$ cat src/rtl/pll_step_pkg.sv
package pll_step_pkg;

    typedef enum logic [3:0] {
        S_IDLE,
        S_START,
        S_HALF_W1,
        S_HALF_W2,
        S_HALF_RD,
        S_SETTLE_IN,
        S_FAST_MID,
        S_FAST_TGT,
        S_BYP_RUN,
        S_BYP_TGT,
        S_SETTLE_OUT,
        S_FULL_W1,
        S_FULL_W2,
        S_FULL_RD,
        S_SLIDE_RUN
    } seq_state_e;

endpackage

$ cat src/rtl/pldiv_interim.sv
// Picks a stepping-stone code when two codes have no set bit in common.
// Output 0 means no interim step is needed.
module pldiv_interim #(
    parameter int PL_W = 4
) (
    input  logic [PL_W-1:0] old_code,
    input  logic [PL_W-1:0] new_code,
    output logic [PL_W-1:0] mid_code
);
    logic [PL_W-1:0] low_old, low_new, cand_a, cand_b;

    always_comb begin
        low_old = old_code & (~old_code + PL_W'(1));
        low_new = new_code & (~new_code + PL_W'(1));
        cand_a  = old_code | low_new;
        cand_b  = new_code | low_old;
        if ((old_code & new_code) != '0) begin
            mid_code = '0;
        end else begin
            mid_code = (cand_a < cand_b) ? cand_a : cand_b;
        end
    end
endmodule

$ cat src/rtl/vco_min_n.sv
// Feedback value that puts the VCO at its floor: ceil(m * VCO_MIN / FIN).
module vco_min_n #(
    parameter int M_W         = 8,
    parameter int N_W         = 10,
    parameter int VCO_MIN_MHZ = 1300,
    parameter int FIN_MHZ     = 12
) (
    input  logic [M_W-1:0] m_val,
    output logic [N_W-1:0] n_floor
);
    logic [31:0] prod, quot;

    assign prod    = 32'(m_val) * 32'(VCO_MIN_MHZ);
    assign quot    = (prod + 32'(FIN_MHZ - 1)) / 32'(FIN_MHZ);
    assign n_floor = N_W'(quot);
endmodule

$ cat src/rtl/settle_timer.sv
// Counts while run is high; done marks the last cycle of the window.
module settle_timer #(
    parameter int CYCLES = 400
) (
    input  logic clk,
    input  logic rst_n,
    input  logic run,
    output logic done
);
    localparam int CNT_W = $clog2(CYCLES + 1);

    logic [CNT_W-1:0] cnt;

    assign done = run && (cnt == CNT_W'(CYCLES - 1));

    always_ff @(posedge clk or negedge rst_n) begin
        if (!rst_n) begin
            cnt <= '0;
        end else if (!run) begin
            cnt <= '0;
        end else if (!done) begin
            cnt <= cnt + CNT_W'(1);
        end
    end
endmodule

$ cat src/rtl/pll_step_seq.sv
module pll_step_seq
    import pll_step_pkg::*;
#(
    parameter int PL_W        = 4,
    parameter int M_W         = 8,
    parameter int N_W         = 10,
    parameter int CLK_MHZ     = 200,
    parameter int SETTLE_US   = 2,
    parameter int VCO_MIN_MHZ = 1300,
    parameter int FIN_MHZ     = 12
) (
    input  logic            clk,
    input  logic            rst_n,
    input  logic            req_valid,
    input  logic [M_W-1:0]  cur_m,
    input  logic [M_W-1:0]  new_m,
    input  logic [N_W-1:0]  new_n,
    input  logic [PL_W-1:0] cur_pl,
    input  logic [PL_W-1:0] new_pl,
    input  logic            allow_slide,
    input  logic            pll_enabled,
    input  logic            ldiv_state_half,
    input  logic            bypass_done,
    input  logic            slide_done,
    output logic            busy,
    output logic            err,
    output logic            pl_wr,
    output logic [PL_W-1:0] pl_wr_code,
    output logic            ldiv_wr,
    output logic            ldiv_half,
    output logic            ldiv_rd,
    output logic            bypass_req,
    output logic [M_W-1:0]  bypass_m,
    output logic [N_W-1:0]  bypass_n,
    output logic            slide_req,
    output logic [N_W-1:0]  slide_n
);
    localparam int SETTLE_CYCLES = CLK_MHZ * SETTLE_US;

    seq_state_e state, nxt, dispatch;

    logic [PL_W-1:0] r_cur_pl, r_new_pl, mid_code;
    logic [M_W-1:0]  r_m;
    logic [N_W-1:0]  r_n, n_floor;
    logic            r_allow, r_fast, r_half, err_q;
    logic            accept, illegal, tmr_run, tmr_done;

    assign accept  = (state == S_IDLE) && req_valid;
    assign illegal = (cur_pl == '0) || (new_pl == '0);
    assign tmr_run = (state == S_SETTLE_IN) || (state == S_SETTLE_OUT);

    pldiv_interim #(.PL_W(PL_W)) i_interim (
        .old_code (r_cur_pl),
        .new_code (r_new_pl),
        .mid_code (mid_code)
    );

    vco_min_n #(
        .M_W(M_W), .N_W(N_W), .VCO_MIN_MHZ(VCO_MIN_MHZ), .FIN_MHZ(FIN_MHZ)
    ) i_nfloor (
        .m_val   (r_m),
        .n_floor (n_floor)
    );

    settle_timer #(.CYCLES(SETTLE_CYCLES)) i_timer (
        .clk   (clk),
        .rst_n (rst_n),
        .run   (tmr_run),
        .done  (tmr_done)
    );

    // Request capture
    always_ff @(posedge clk or negedge rst_n) begin
        if (!rst_n) begin
            r_cur_pl <= '0;
            r_new_pl <= '0;
            r_m      <= '0;
            r_n      <= '0;
            r_allow  <= 1'b0;
            r_fast   <= 1'b0;
            r_half   <= 1'b0;
            err_q    <= 1'b0;
        end else begin
            err_q <= accept && illegal;
            if (accept && !illegal) begin
                r_cur_pl <= cur_pl;
                r_new_pl <= new_pl;
                r_m      <= new_m;
                r_n      <= new_n;
                r_allow  <= allow_slide;
                r_fast   <= allow_slide && pll_enabled && (new_m == cur_m);
                r_half   <= (cur_pl < PL_W'(2)) || (new_pl < PL_W'(2));
            end
        end
    end

    // State register
    always_ff @(posedge clk or negedge rst_n) begin
        if (!rst_n) begin
            state <= S_IDLE;
        end else begin
            state <= nxt;
        end
    end

    // Next state
    always_comb begin
        if (!r_fast) begin
            dispatch = S_BYP_RUN;
        end else if (mid_code != '0) begin
            dispatch = S_FAST_MID;
        end else begin
            dispatch = S_FAST_TGT;
        end

        nxt = state;
        unique case (state)
            S_IDLE:       if (req_valid && !illegal) nxt = S_START;
            S_START:      nxt = r_half ? S_HALF_W1 : dispatch;
            S_HALF_W1:    nxt = S_HALF_W2;
            S_HALF_W2:    nxt = S_HALF_RD;
            S_HALF_RD:    nxt = S_SETTLE_IN;
            S_SETTLE_IN:  if (tmr_done) nxt = dispatch;
            S_FAST_MID:   nxt = S_FAST_TGT;
            S_FAST_TGT,
            S_BYP_TGT:    nxt = ldiv_state_half ? S_SETTLE_OUT : S_SLIDE_RUN;
            S_BYP_RUN:    if (bypass_done) nxt = S_BYP_TGT;
            S_SETTLE_OUT: if (tmr_done) nxt = S_FULL_W1;
            S_FULL_W1:    nxt = S_FULL_W2;
            S_FULL_W2:    nxt = S_FULL_RD;
            S_FULL_RD:    nxt = S_SLIDE_RUN;
            S_SLIDE_RUN:  if (slide_done) nxt = S_IDLE;
            default:      nxt = S_IDLE;
        endcase
    end

    // Outputs
    always_comb begin
        busy       = (state != S_IDLE);
        err        = err_q;
        pl_wr      = (state == S_FAST_MID) || (state == S_FAST_TGT) ||
                     (state == S_BYP_TGT);
        pl_wr_code = (state == S_FAST_MID) ? mid_code : r_new_pl;
        ldiv_wr    = (state == S_HALF_W1) || (state == S_HALF_W2) ||
                     (state == S_FULL_W1) || (state == S_FULL_W2);
        ldiv_half  = (state == S_HALF_W1) || (state == S_HALF_W2);
        ldiv_rd    = (state == S_HALF_RD) || (state == S_FULL_RD);
        bypass_req = (state == S_BYP_RUN);
        bypass_m   = r_m;
        bypass_n   = r_allow ? n_floor : r_n;
        slide_req  = (state == S_SLIDE_RUN);
        slide_n    = r_n;
    end
endmodule

$ cat config.mk
export PLATFORM = sky130hd
export DESIGN_NAME = pll_step_seq
export DESIGN_NICKNAME = d
export VERILOG_FILES = /design/src/rtl/pll_step_pkg.sv /design/src/rtl/pldiv_interim.sv /design/src/rtl/vco_min_n.sv /design/src/rtl/settle_timer.sv /design/src/rtl/pll_step_seq.sv
export SDC_FILE = /design/constraint.sdc
export NUM_CORES = 1
export LEC_CHECK = 0
export ABC_AREA = 1
export BUFFER_PORTS_ARGS = -buffer_cell sky130_fd_sc_hd__buf_2
export CAP_MARGIN = 20
export CORE_UTILIZATION = 33
export CTS_BUF_LIST = sky130_fd_sc_hd__clkbuf_4
export CTS_CLUSTER_SIZE = 10
export DETAILED_ROUTE_END_ITERATION = 10
export PLACE_DENSITY = 0.56
export SYNTH_ARGS = -nofsm -noshare
export SYNTH_HDL_FRONTEND = slang
export SYNTH_SLANG_ARGS = --single-unit
$ cat constraint.sdc
create_clock -name clk -period 6 [get_ports clk]
set_input_delay 0.6 -clock clk [delete_from_list [all_inputs] [get_ports clk]]
set_output_delay 0.6 -clock clk [all_outputs]
set_load 0.01 [all_outputs]
==> results.txt <==
fin crit period: 7.746 ns
largest net degree at the start of global routing: 48
arrival time worst endpoint: 7.15 ns
share of cells above drive strength 1: 0.4066
cell taking the most area after synthesis: dfrtp_1
synthesized area: 4508 µm²
register area share after synthesis: 0.2387
Final #Nets: 939
GR Util met1: 0.2180
crit path kind: reg2out
Post-Place Setup Slack: -1.262 ns
# diodes: 0
Remaining DRCs: 0
post-synth cell types: 41
Slew @ Worst Pin: 1.017 ns
HPWL Detailed: 9.897 mm
slew margin rel.: 0.3205
clk buf depth: 2
Post-synth EDFFs: 0
vias per cell: 4.827
CTS Buf Count: 5
Synth Area in Compound Gates: 0.1385
CP peak stage delay: 0.55 ns
met3 Track Usage GR: 0.02730
YS warnings: 0
met2 Use GR: 0.3377
Required @ worst endpoint: 5.40 ns
die height: 118.9 µm
syn avg cell area: 6.630 µm²
Max FO, Critical Path: 4
most numerous cell in the Yosys netlist: nand2_1
Hold WC Path Type: in2async
Via Count: 4957
final hold violations: 0
setup violators final: 9
area grow syn2layout: 44.24%
Synth Register Bits: 43
clk_skew: 0.02210 ns
Max rail drop VDD: 0.1129 mV
Static Leakage: 3.391 nW
Post-synth ARST share: 1.000
CTS clk-pin slew, worst paths: 0.15 ns
simple-gate share of the synthesized area: 0.3297
overall power: 0.5075 mW
num ports: 82
PortBufs: 81
most used routing layer: met2
Core Area: 13300 µm²
setup repair after global routing missed its margin: yes
grt ovf: 0
site row count: 42
Die ar.: 14130 µm²
most frequent cell on the critical path: nand2_2
RePlAce Congestion: 0.8959
final period utilization: 1.291
Max Slew Vio Count: 0
H-tree lvl count: 2
mux share of post-synthesis cell area: 0.02748
fmax: 0.1291 GHz
Starting DRT DRC Count: 245
Mapped Cells: 680
post-detailed-route count of antenna-violating nets: 0
CTS root buf: clkbuf_4
final setup margin: -1.746 ns
CTS tree: yes
predominant post-synthesis flop cell: dfrtp_1
worst skew pair latency: 0.36 ns
Critical Path End Type: output pin
Mapped Nets: 768
first-pass GRT wire length: 21.02 mm
Area contributors post-synth: dfrtp_1 (24%), nand2_1 (14%), ha_1 (11%)
initial antenna violation count: 0
vias in the first global route: 4818
Synth Area in Adders: 0.1360
failing checks: setup timing
Die X: 118.9 µm
CTS sink cnt: 43
drt pass-1 iters: 5
synth cell count leaders: nand2_1 (167), inv_1 (113), nor2_1 (61)
# Max-Cap Violations: 0
Starting Density: 0.3391
drt wl/cell: 12.59 µm
Pwr Density: 78.05 nW/µm²
Post-Synth XOR/XNOR Area: 0.02720
status: finished with violations
critical path's slowest cell: fa_2
routed wire length: 12.93 mm
crit path launch type: flip-flop
Global Route Usage Sum: 0.1799
share of the synthesized area in the top cell type: 0.2387
CTS Hold Bufs: 0
fillers: 1325
main combinational cell family by area after synthesis: simple AND/OR/NAND/NOR gates
## path summary, 6_finish.rpt
kind / startpoint / to / slack [ns] / cells past startpoint
min in group clk: new_n[8] / slide_n[8]$_DFFE_PN0P_ / 0.44 / 3
max: bypass_m[5]$_DFFE_PN0P_ / bypass_n[1] / -1.75 / 47
min reg2reg: i_timer.cnt[0]$_DFFE_PN0P_ / i_timer.cnt[0]$_DFFE_PN0P_ / 0.55 / 1
min: rst_n / i_timer.cnt[8]$_DFFE_PN0P_ / 0.11 / 1
max reg2reg: state[0]$_DFFE_PN0P_ / bypass_m[4]$_DFFE_PN0P_ / 3.70 / 6
max in group asynchronous: rst_n / bypass_m[5]$_DFFE_PN0P_ / 5.39 / 2
## registers in the layout (all words and copies together), names as in the netlist
signal	cells
slide_n	10
bypass_m	8
r_new_pl	4
r_half	1
i_timer.cnt	9
err	1
state	4
r_allow	1
r_fast	1
r_cur_pl	4
## through the flow
| stage | cells | utilization | hold slack [ns] | cell area (µm²) | TNS [ns] |
|---|---|---|---|---|---|
| after CTS | 1021 | 0.4628 | 0.4283 | 6153 | -8.067 |
| final | 1027 | 0.4891 | 0.1088 | 6502 | -9.799 |
| after detailed placement | 1004 | 0.4357 | 0.5336 | 5793 | -5.438 |
| after floorplan | 680 | - | 0.3044 | 4631 | -1.469 |
| after global placement | 1004 | 0.4357 | 0.5150 | 5793 | -3.897 |
| after global routing | 1027 | 0.4891 | 0.09619 | 6502 | -13.84 |
## layout make-up
class	count	area (µm²)	share of cell area
multi-input combinational	514	3582	0.5509
timing repair buffer	171	1104	0.1697
sequential	43	1080	0.1661
inverter	116	441.7	0.06792
tap	176	220.2	0.03387
clock buffer	6	45.04	0.006927
clock inverter	1	30.03	0.004618
## layout by cell type (no fill, tap or decap), types with 32 or more instances in the layout
| master | count |
|---|---|
| ha_1 | 32 |
| o21ai_0 | 37 |
| nand3_1 | 32 |
| buf_4 | 88 |
| nand2_1 | 131 |
| nor2_1 | 47 |
| dfrtp_1 | 40 |
| nand2_2 | 43 |
| buf_2 | 80 |
| inv_1 | 106 |
## power by group
part | leakage (nW) | internal [mW] | switching (mW)
logic | 2.85 | 0.0150 | 0.0154
registers | 0.497 | 0.290 | 0
clock network | 0.0417 | 0.0906 | 0.0968
total | 3.39 | 0.395 | 0.112
## per-layer routing
metal / vias to the layer above / share of wire / wire (µm)
li1: 2553 / - / -
met1: 2303 / 0.44 / 5652
met2: 91 / 0.52 / 6682
met3: 10 / 0.035 / 452
met4: 0 / 0.011 / 140
met5: - / 0 / 0
## repair_timing
item | 4_1_cts | 5_1_grt
gates resized for setup | 59 | 71
endpoints found under the setup margin | 9 | 10
hold endpoints to repair | 0 | 0
setup buffers | 10 | 7
pin swaps | 20 | 17
## kinds of logic (layout without fill, tap and decap cells)
group	after synthesis	in the layout
adder cells (fa/ha/maj)	46	46
AND/OR/NAND/NOR	335	335
AO/OA/AOI/OAI	108	108
flip-flops	43	43
XOR/XNOR	14	14
buffers and inverters	123	294
multiplexers	11	11
## critical path: cells and delay by family, from the launching register on
family / cells / cell delay, ns
simple gates: 26 / 2.68
fa+ha+maj: 5 / 1.58
compound gates: 12 / 1.70
buf+inv: 4 / 0.38
flops: 1 / 0.45
Note: power is estimated with default switching activity, not from simulation.
